[src/rtl/i2cs_pkg.sv]
`timescale 1ns/1ps
package i2cs_pkg;

  typedef enum logic [2:0] {
    ST_IDLE,
    ST_ADDR,
    ST_AACK,
    ST_WR,
    ST_WACK,
    ST_RD,
    ST_MACK,
    ST_WAIT
  } eng_state_t;

  typedef enum logic [1:0] {
    LP_ENTRY,
    LP_RED,
    LP_GRN,
    LP_BLU
  } lut_phase_t;

endpackage

[src/rtl/i2cs_line_sync.sv]
`timescale 1ns/1ps
module i2cs_line_sync #(
  parameter int SYNC_DEPTH = 2
) (
  input  logic clk,
  input  logic rst,
  input  logic scl_i,
  input  logic sda_i,
  output logic sda_s,
  output logic scl_rise,
  output logic scl_fall,
  output logic start_det,
  output logic stop_det
);

  // bit 1 = SCL, bit 0 = SDA; idle bus is high
  logic [1:0] stg [SYNC_DEPTH];
  logic [1:0] prev;

  generate
    for (genvar i = 0; i < SYNC_DEPTH; i++) begin : g_stage
      always_ff @(posedge clk) begin
        if (rst) stg[i] <= 2'b11;
        else if (i == 0) stg[i] <= {scl_i, sda_i};
        else stg[i] <= stg[(i == 0) ? 0 : i - 1];
      end
    end
  endgenerate

  always_ff @(posedge clk) begin
    if (rst) prev <= 2'b11;
    else     prev <= stg[SYNC_DEPTH-1];
  end

  logic scl_now, sda_now;
  assign scl_now   = stg[SYNC_DEPTH-1][1];
  assign sda_now   = stg[SYNC_DEPTH-1][0];
  assign sda_s     = sda_now;
  assign scl_rise  = scl_now & ~prev[1];
  assign scl_fall  = ~scl_now & prev[1];
  assign start_det = scl_now & prev[1] & prev[0] & ~sda_now;
  assign stop_det  = scl_now & prev[1] & ~prev[0] & sda_now;

endmodule

[src/rtl/i2cs_engine.sv]
`timescale 1ns/1ps
module i2cs_engine
  import i2cs_pkg::*;
#(
  parameter logic [6:0] DEV_ADDR = 7'h44
) (
  input  logic       clk,
  input  logic       rst,
  input  logic       sda_s,
  input  logic       scl_rise,
  input  logic       scl_fall,
  input  logic       start_det,
  input  logic       stop_det,
  input  logic [7:0] rd_data,
  output logic       sda_oe,
  output logic       wr_valid,
  output logic       wr_first,
  output logic [7:0] wr_byte,
  output logic       rd_take,
  output logic       xfer_start
);

  eng_state_t state;
  logic [3:0] cnt;
  logic [7:0] sh;
  logic       rw;
  logic       first;
  logic       ackd;

  assign wr_byte  = sh;
  assign wr_first = first;

  always_ff @(posedge clk) begin
    if (rst) begin
      state      <= ST_IDLE;
      cnt        <= 4'd0;
      sh         <= 8'd0;
      rw         <= 1'b0;
      first      <= 1'b0;
      ackd       <= 1'b0;
      sda_oe     <= 1'b0;
      wr_valid   <= 1'b0;
      rd_take    <= 1'b0;
      xfer_start <= 1'b0;
    end else begin
      wr_valid   <= 1'b0;
      rd_take    <= 1'b0;
      xfer_start <= 1'b0;
      if (start_det) begin
        state      <= ST_ADDR;
        cnt        <= 4'd0;
        sda_oe     <= 1'b0;
        xfer_start <= 1'b1;
      end else if (stop_det) begin
        state  <= ST_IDLE;
        sda_oe <= 1'b0;
      end else begin
        case (state)
          ST_ADDR: begin
            if (scl_rise && cnt < 4'd8) begin
              sh  <= {sh[6:0], sda_s};
              cnt <= cnt + 4'd1;
            end else if (scl_fall && cnt == 4'd8) begin
              if (sh[7:1] == DEV_ADDR) begin
                sda_oe <= 1'b1;
                rw     <= sh[0];
                state  <= ST_AACK;
              end else begin
                state <= ST_WAIT;
              end
            end
          end
          ST_AACK: begin
            if (scl_fall) begin
              cnt <= 4'd0;
              if (rw) begin
                sh      <= {rd_data[6:0], 1'b0};
                sda_oe  <= ~rd_data[7];
                rd_take <= 1'b1;
                state   <= ST_RD;
              end else begin
                sda_oe <= 1'b0;
                first  <= 1'b1;
                state  <= ST_WR;
              end
            end
          end
          ST_WR: begin
            if (scl_rise && cnt < 4'd8) begin
              sh  <= {sh[6:0], sda_s};
              cnt <= cnt + 4'd1;
              if (cnt == 4'd7) wr_valid <= 1'b1;
            end else if (scl_fall && cnt == 4'd8) begin
              sda_oe <= 1'b1;
              state  <= ST_WACK;
            end
          end
          ST_WACK: begin
            if (scl_fall) begin
              sda_oe <= 1'b0;
              cnt    <= 4'd0;
              first  <= 1'b0;
              state  <= ST_WR;
            end
          end
          ST_RD: begin
            if (scl_fall) begin
              if (cnt == 4'd7) begin
                sda_oe <= 1'b0;
                ackd   <= 1'b0;
                state  <= ST_MACK;
              end else begin
                sda_oe <= ~sh[7];
                sh     <= {sh[6:0], 1'b0};
                cnt    <= cnt + 4'd1;
              end
            end
          end
          ST_MACK: begin
            if (scl_rise) begin
              if (sda_s) state <= ST_WAIT;
              else       ackd  <= 1'b1;
            end else if (scl_fall && ackd) begin
              sh      <= {rd_data[6:0], 1'b0};
              sda_oe  <= ~rd_data[7];
              rd_take <= 1'b1;
              cnt     <= 4'd0;
              state   <= ST_RD;
            end
          end
          default: ;
        endcase
      end
    end
  end

endmodule

[src/rtl/i2cs_reg_bank.sv]
`timescale 1ns/1ps
module i2cs_reg_bank
  import i2cs_pkg::*;
#(
  parameter int         NREG     = 16,
  parameter int         LUT_AW   = 8,
  parameter logic [7:0] SUB_ID   = 8'h1C,
  parameter logic [7:0] SUB_STAT = 8'h1D,
  parameter logic [7:0] SUB_LUT  = 8'hFF,
  parameter logic [7:0] ID_VALUE = 8'h02
) (
  input  logic              clk,
  input  logic              rst,
  input  logic              wr_valid,
  input  logic              wr_first,
  input  logic [7:0]        wr_byte,
  input  logic              rd_take,
  input  logic              xfer_start,
  input  logic              ovf_evt,
  input  logic              even_field,
  output logic [7:0]        rd_data,
  output logic [8*NREG-1:0] cfg_regs,
  output logic              lut_we,
  output logic [LUT_AW-1:0] lut_addr,
  output logic [23:0]       lut_rgb
);

  localparam int         IDX_W  = (NREG > 1) ? $clog2(NREG) : 1;
  localparam logic [7:0] NREG_B = 8'(NREG);

  logic [7:0]        regs [NREG];
  logic [7:0]        ptr;
  logic              lut_mode;
  lut_phase_t        phase;
  logic [LUT_AW-1:0] entry;
  logic [7:0]        red_q, grn_q;
  logic              ovf_q;

  logic data_wr;
  assign data_wr = wr_valid && !wr_first && !lut_mode;

  generate
    for (genvar g = 0; g < NREG; g++) begin : g_reg
      always_ff @(posedge clk) begin
        if (rst)                            regs[g] <= 8'd0;
        else if (data_wr && ptr == 8'(g))   regs[g] <= wr_byte;
      end
      assign cfg_regs[8*g +: 8] = regs[g];
    end
  endgenerate

  always_ff @(posedge clk) begin
    if (rst) begin
      ptr      <= 8'd0;
      lut_mode <= 1'b0;
      phase    <= LP_ENTRY;
      entry    <= '0;
      red_q    <= 8'd0;
      grn_q    <= 8'd0;
      lut_we   <= 1'b0;
      lut_addr <= '0;
      lut_rgb  <= 24'd0;
    end else begin
      lut_we <= 1'b0;
      if (xfer_start) begin
        lut_mode <= 1'b0;
        phase    <= LP_ENTRY;
      end else if (wr_valid && wr_first) begin
        ptr      <= wr_byte;
        lut_mode <= (wr_byte == SUB_LUT);
        phase    <= LP_ENTRY;
      end else if (wr_valid && lut_mode) begin
        case (phase)
          LP_ENTRY: begin
            entry <= wr_byte[LUT_AW-1:0];
            phase <= LP_RED;
          end
          LP_RED: begin
            red_q <= wr_byte;
            phase <= LP_GRN;
          end
          LP_GRN: begin
            grn_q <= wr_byte;
            phase <= LP_BLU;
          end
          default: begin
            lut_we   <= 1'b1;
            lut_addr <= entry;
            lut_rgb  <= {red_q, grn_q, wr_byte};
            entry    <= entry + 1'b1;
            phase    <= LP_RED;
          end
        endcase
      end else if (wr_valid || rd_take) begin
        ptr <= ptr + 8'd1;
      end
    end
  end

  always_ff @(posedge clk) begin
    if (rst)                              ovf_q <= 1'b0;
    else if (ovf_evt)                     ovf_q <= 1'b1;
    else if (rd_take && ptr == SUB_STAT)  ovf_q <= 1'b0;
  end

  always_comb begin
    rd_data = 8'h00;
    if (ptr < NREG_B)          rd_data = regs[ptr[IDX_W-1:0]];
    else if (ptr == SUB_ID)    rd_data = ID_VALUE;
    else if (ptr == SUB_STAT)  rd_data = {6'd0, even_field, ovf_q};
  end

endmodule

[src/rtl/i2c_reg_slave.sv]
`timescale 1ns/1ps
module i2c_reg_slave #(
  parameter logic [6:0] DEV_ADDR   = 7'h44,
  parameter int         NREG       = 16,
  parameter int         LUT_AW     = 8,
  parameter int         SYNC_DEPTH = 2,
  parameter logic [7:0] SUB_ID     = 8'h1C,
  parameter logic [7:0] SUB_STAT   = 8'h1D,
  parameter logic [7:0] SUB_LUT    = 8'hFF,
  parameter logic [7:0] ID_VALUE   = 8'h02
) (
  input  logic              clk,
  input  logic              rst,
  input  logic              scl_i,
  input  logic              sda_i,
  output logic              sda_oe,
  input  logic              ovf_evt,
  input  logic              even_field,
  output logic [8*NREG-1:0] cfg_regs,
  output logic              lut_we,
  output logic [LUT_AW-1:0] lut_addr,
  output logic [23:0]       lut_rgb
);

  logic       sda_s, scl_rise, scl_fall, start_det, stop_det;
  logic       wr_valid, wr_first, rd_take, xfer_start;
  logic [7:0] wr_byte, rd_data;

  i2cs_line_sync #(.SYNC_DEPTH(SYNC_DEPTH)) u_sync (
    .clk       (clk),
    .rst       (rst),
    .scl_i     (scl_i),
    .sda_i     (sda_i),
    .sda_s     (sda_s),
    .scl_rise  (scl_rise),
    .scl_fall  (scl_fall),
    .start_det (start_det),
    .stop_det  (stop_det)
  );

  i2cs_engine #(.DEV_ADDR(DEV_ADDR)) u_eng (
    .clk        (clk),
    .rst        (rst),
    .sda_s      (sda_s),
    .scl_rise   (scl_rise),
    .scl_fall   (scl_fall),
    .start_det  (start_det),
    .stop_det   (stop_det),
    .rd_data    (rd_data),
    .sda_oe     (sda_oe),
    .wr_valid   (wr_valid),
    .wr_first   (wr_first),
    .wr_byte    (wr_byte),
    .rd_take    (rd_take),
    .xfer_start (xfer_start)
  );

  i2cs_reg_bank #(
    .NREG     (NREG),
    .LUT_AW   (LUT_AW),
    .SUB_ID   (SUB_ID),
    .SUB_STAT (SUB_STAT),
    .SUB_LUT  (SUB_LUT),
    .ID_VALUE (ID_VALUE)
  ) u_bank (
    .clk        (clk),
    .rst        (rst),
    .wr_valid   (wr_valid),
    .wr_first   (wr_first),
    .wr_byte    (wr_byte),
    .rd_take    (rd_take),
    .xfer_start (xfer_start),
    .ovf_evt    (ovf_evt),
    .even_field (even_field),
    .rd_data    (rd_data),
    .cfg_regs   (cfg_regs),
    .lut_we     (lut_we),
    .lut_addr   (lut_addr),
    .lut_rgb    (lut_rgb)
  );

endmodule

[config.mk]
export PLATFORM = sky130hd
export DESIGN_NAME = i2c_reg_slave
export DESIGN_NICKNAME = d
export VERILOG_FILES = /design/src/rtl/i2cs_pkg.sv /design/src/rtl/i2cs_line_sync.sv /design/src/rtl/i2cs_engine.sv /design/src/rtl/i2cs_reg_bank.sv /design/src/rtl/i2c_reg_slave.sv
export SDC_FILE = /design/constraint.sdc
export NUM_CORES = 1
export LEC_CHECK = 0
export ABC_CLOCK_PERIOD_IN_PS = 2850
export BUFFER_PORTS_ARGS = -buffer_cell sky130_fd_sc_hd__buf_2
export CAP_MARGIN = 20
export CELL_PAD_IN_SITES_DETAIL_PLACEMENT = 1
export CELL_PAD_IN_SITES_GLOBAL_PLACEMENT = 2
export CORE_AREA = 5 5 178 180
export DETAILED_ROUTE_END_ITERATION = 7
export DIE_AREA = 0 0 183 185
export GPL_TIMING_DRIVEN = 0
export PLACE_DENSITY_LB_ADDON = 0.05
export SLEW_MARGIN = 20
export SYNTH_ARGS = -nofsm -noshare
export SYNTH_HDL_FRONTEND = slang
export SYNTH_SLANG_ARGS = --single-unit
[constraint.sdc]
create_clock -name clk -period 2.85 [get_ports clk]
set_input_delay 0.285 -clock clk [delete_from_list [all_inputs] [get_ports clk]]
set_output_delay 0.285 -clock clk [all_outputs]
set_load 0.005 [all_outputs]
==> results.md <==
- The floorplan step set the die height to 185 µm.
- At the pin with the least slew margin, the transition time is ~1.1 ns.
- The commonest non-fill, non-tap cell in the layout is sky130_fd_sc_hd__buf_2.
- The cell area after technology mapping is 10,600 µm².
- The library cell with the largest summed area after synthesis is sky130_fd_sc_hd__edfxtp_1.
- The static leakage power is 4.71 nW.
- The root buffer cell is sky130_fd_sc_hd__clkbuf_16.
- The count of antenna-violating nets left after detailed routing is 0.
- In the layout the commonest cells are sky130_fd_sc_hd__buf_2, sky130_fd_sc_hd__edfxtp_1, sky130_fd_sc_hd__nand2_1, sky130_fd_sc_hd__and2_1, sky130_fd_sc_hd__dfxtp_1.
- For this run, design rule violations remaining after detail routing come to 0.
- The upper clock frequency limit is 362 MHz.
- The synthesized instance count is 972.
- The total area inside the core boundary comes to between 30,000 and 40,000 µm².
- The overall track demand over capacity in global routing is 0.219.
- The weighted congestion at the end of routability-driven global placement is ~0.85.
- For this design the ratio of total power to cell area is a little under 600 nW/µm².
- The count of flip-flops with a built-in enable after synthesis is around 130.
- The flip-flop and latch count after synthesis is 229.
- The count of different cell masters after synthesis is 68.
- Of all nets on the critical path, the largest fanout is 10.
- The first-pass iteration count of the detailed router is 5.
- The via count of the first global-routing pass is 8,802.
- Once layout is complete, the cells apart from fillers number 1,593.
- The number of clock sinks seen by CTS is 229.
- The cell count after placement is ~1.5k.
- The worst-case IR drop observed on VDD is between 0.5 and 0.6 mV.
- The final worst clock skew is approximately 0.018 ns.
- The die is 183 µm wide.
- The number of antenna violations at the first check in global routing is 0.
- The count of fill cells added during filler insertion is 3,345.
- The endpoint required time on the critical path is 3.06 ns.
- The mean instance size in the synthesized netlist is 10.9 µm².
- The max-slew headroom at the worst pin is 0.269.
- The initial standard-cell utilization of the core is 0.352.
- After clock tree synthesis, the clock-pin slew on the worst setup and hold paths is 0.06 ns.
- The class of the worst hold path is reg -> reg.
- The total grt overflow is 0.
- The overall via count from detail_route is 8,433.
- Of the cells placed in the final design, the portion with a size suffix greater than 1 is 0.253.
- The wire-length estimate of the detail-placed layout is between 20,000 and 30,000 µm.
- The smallest clock period supported by the final layout is computed as 2.76 ns.
- The final count of hold timing violations is 0.
- The Yosys step of the flow raised 0 warnings.
- The wire length reported by the detailed router is 37,600 µm.
- Setup repair after global routing left no endpoint under its margin.
- STA classifies the critical path startpoint as a flop.
- The flow ran to the end, and the final reports show no timing, DRC or antenna violations.
- By area the synthesized netlist is led by sky130_fd_sc_hd__edfxtp_1, sky130_fd_sc_hd__dfxtp_1, sky130_fd_sc_hd__and2_1, sky130_fd_sc_hd__mux4_2, sky130_fd_sc_hd__nand2_1.
- The number of placement rows is 64.
- Summing internal, switching and leakage power gives 7.81 mW.
- The proportion of synthesized flip-flops having asynchronous set or reset is 0.
- Counting every net in the synthesized netlist gives 989.
- The first routing iteration left between 400 and 500 violations.
- The wire length of the first global-routing pass is 56,300 µm.
- The routed length per placed instance is roughly 24 µm.
- Across the run, the number of max-cap violations was 0.
- The capturing element type of the critical path is a flop.
- The number of slew-limit violations in the final report was 0.
- The final number of setup-violating endpoints is 0.
- Once layout is complete, the utilization of the core stands at 0.437.
- TritonCTS built the clock tree.
- The number of clock buffers added by TritonCTS is 27.
- The clock reaches the later pin of the worst-skew pair after 0.55 ns.
- Buffers placed on the I/O ports in this run total approximately 170.
- CTS built an H-tree with a depth of 1.
- The share of synthesized area in the top cell type comes to 0.364.
- The sequential cell area fraction in the yosys report is 0.555.
- Relative to the synthesized area, the layout overhead comes to 24.1%.
- Entering global routing, the biggest net connects 15 pins.
- The predominant post-synthesis flop cell is sky130_fd_sc_hd__edfxtp_1.
- Of the available clock period, the critical path in the final layout requires 0.969.
- In this run the deepest clock path goes through 3 buffers.
- 168 I/O pins were placed.
- The net count of the finished layout is 1,192.
- The category of the critical setup timing path is reg -> reg.
- At the worst endpoint, the arrival time is 2.97 ns.
- After detailed routing, the number of vias per cell comes to 5.29.
- The die footprint is 33,900 µm².
-- layout make-up --
type,count,area [µm²],share of cell area
sequential,229,5870,0.447
timing repair buffer,174,946,0.0722
clock inverter,13,156,0.0119
tap,396,495,0.0378
multi-input combinational,652,4480,0.342
buffer,74,314,0.0240
clock buffer,37,787,0.0600
antenna,1,2.50,0.000191
inverter,17,63.8,0.00487
-- flip-flops by register name, summed over array words and instances (netlist names), 2 cells and up, named ones only --
name,count
u_bank.phase,2
u_bank.lut_rgb,24
u_sync.stg,4
u_eng.cnt,4
u_bank.regs,128
u_bank.entry,8
u_bank.ptr,8
u_eng.state,3
u_bank.red_q,8
u_eng.wr_byte,8
u_bank.grn_q,8
u_bank.lut_addr,8
u_sync.prev,2
-- final timing paths --
path / slack [ns] / depth (start not counted) / start / to
setup / recovery: 0.09 / 5 / u_bank.ptr[4] / u_bank.regs[13][4]
setup reg to reg: 0.09 / 5 / u_bank.ptr[4] / u_bank.regs[13][4]
hold reg to reg: 0.41 / 1 / u_sync.stg[0][0] / u_sync.stg[1][0]
hold / removal: 0.41 / 1 / u_sync.stg[0][0] / u_sync.stg[1][0]
-- through the flow --
step                hold slack (ns)  setup slack, ns  setup TNS, ns  cell area, µm²
finish                        0.415           0.0891              0           13100
CTS                           0.411          0.00543              0           13000
global placement              0.398           -0.523         -36.22           11900
detailed placement            0.404           -0.512         -34.38           11900
floorplan                     0.389            0.402              0           10600
global route                  0.428          0.00435              0           13100
-- critical path: stages (launching register included) --
cell and delay (ns):
sky130_fd_sc_hd__dfxtp_1 0.38, sky130_fd_sc_hd__or4_4 0.62, sky130_fd_sc_hd__nor4b_4 0.44, sky130_fd_sc_hd__nand2_1 0.28, sky130_fd_sc_hd__buf_2 0.32, sky130_fd_sc_hd__o21bai_4 0.37
-- where the power goes --
| group | total [mW] | switching [mW] | leakage (nW) | internal, mW |
|---|---|---|---|---|
| Sequential | 3.67 | 0.0842 | 2.05 | 3.58 |
| Combinational | 0.468 | 0.292 | 2.19 | 0.177 |
| Clock | 3.67 | 1.46 | 0.472 | 2.22 |
| Total | 7.81 | 1.83 | 4.71 | 5.98 |
-- cells by family (layout without fill, tap and decap cells) --
group           Yosys count  after routing  share of synthesized area
compound gates          169            169                      0.102
buf+inv                  91            315                     0.0357
fa+ha+maj                11             11                     0.0130
xor+xnor                  1              1                   0.000829
mux                      51             51                     0.0862
flops                   229            229                      0.555
simple gates            420            420                      0.207
other cells               0              1                          0
-- cell usage after synthesis, types with 5 or more instances --
cell type	instances
sky130_fd_sc_hd__nor2_1	58
sky130_fd_sc_hd__clkbuf_1	53
sky130_fd_sc_hd__inv_1	16
sky130_fd_sc_hd__o21ai_0	17
sky130_fd_sc_hd__a21oi_1	75
sky130_fd_sc_hd__nand2_1	127
sky130_fd_sc_hd__nand3b_1	8
sky130_fd_sc_hd__a211oi_1	10
sky130_fd_sc_hd__nand3_1	28
sky130_fd_sc_hd__dfxtp_1	101
sky130_fd_sc_hd__nand4_1	5
sky130_fd_sc_hd__mux2i_1	19
sky130_fd_sc_hd__edfxtp_1	128
sky130_fd_sc_hd__o221ai_1	5
sky130_fd_sc_hd__a22oi_1	5
sky130_fd_sc_hd__or2_2	11
sky130_fd_sc_hd__nor4_1	7
sky130_fd_sc_hd__buf_2	11
sky130_fd_sc_hd__nand2b_1	7
sky130_fd_sc_hd__nor3_1	27
sky130_fd_sc_hd__and2_1	108
sky130_fd_sc_hd__mux4_2	28
sky130_fd_sc_hd__o21bai_1	16
sky130_fd_sc_hd__nor2b_1	6
sky130_fd_sc_hd__ha_1	11
-- repair_timing --
item,4_1_cts,5_1_grt
gates resized for setup,27,3
endpoints found under the hold margin,3,0
hold buffers,3,0
pin swaps,0,6
setup endpoints to repair,120,50
cloned,0,0
setup buffers,0,4
-- routing by layer --
metal,track usage,part of all wire
met5,0,0
met4,0.0399,0.013
met3,0.0326,0.052
met2,0.375,0.48
met1,0.301,0.46
(Power assumes the default switching activity.)
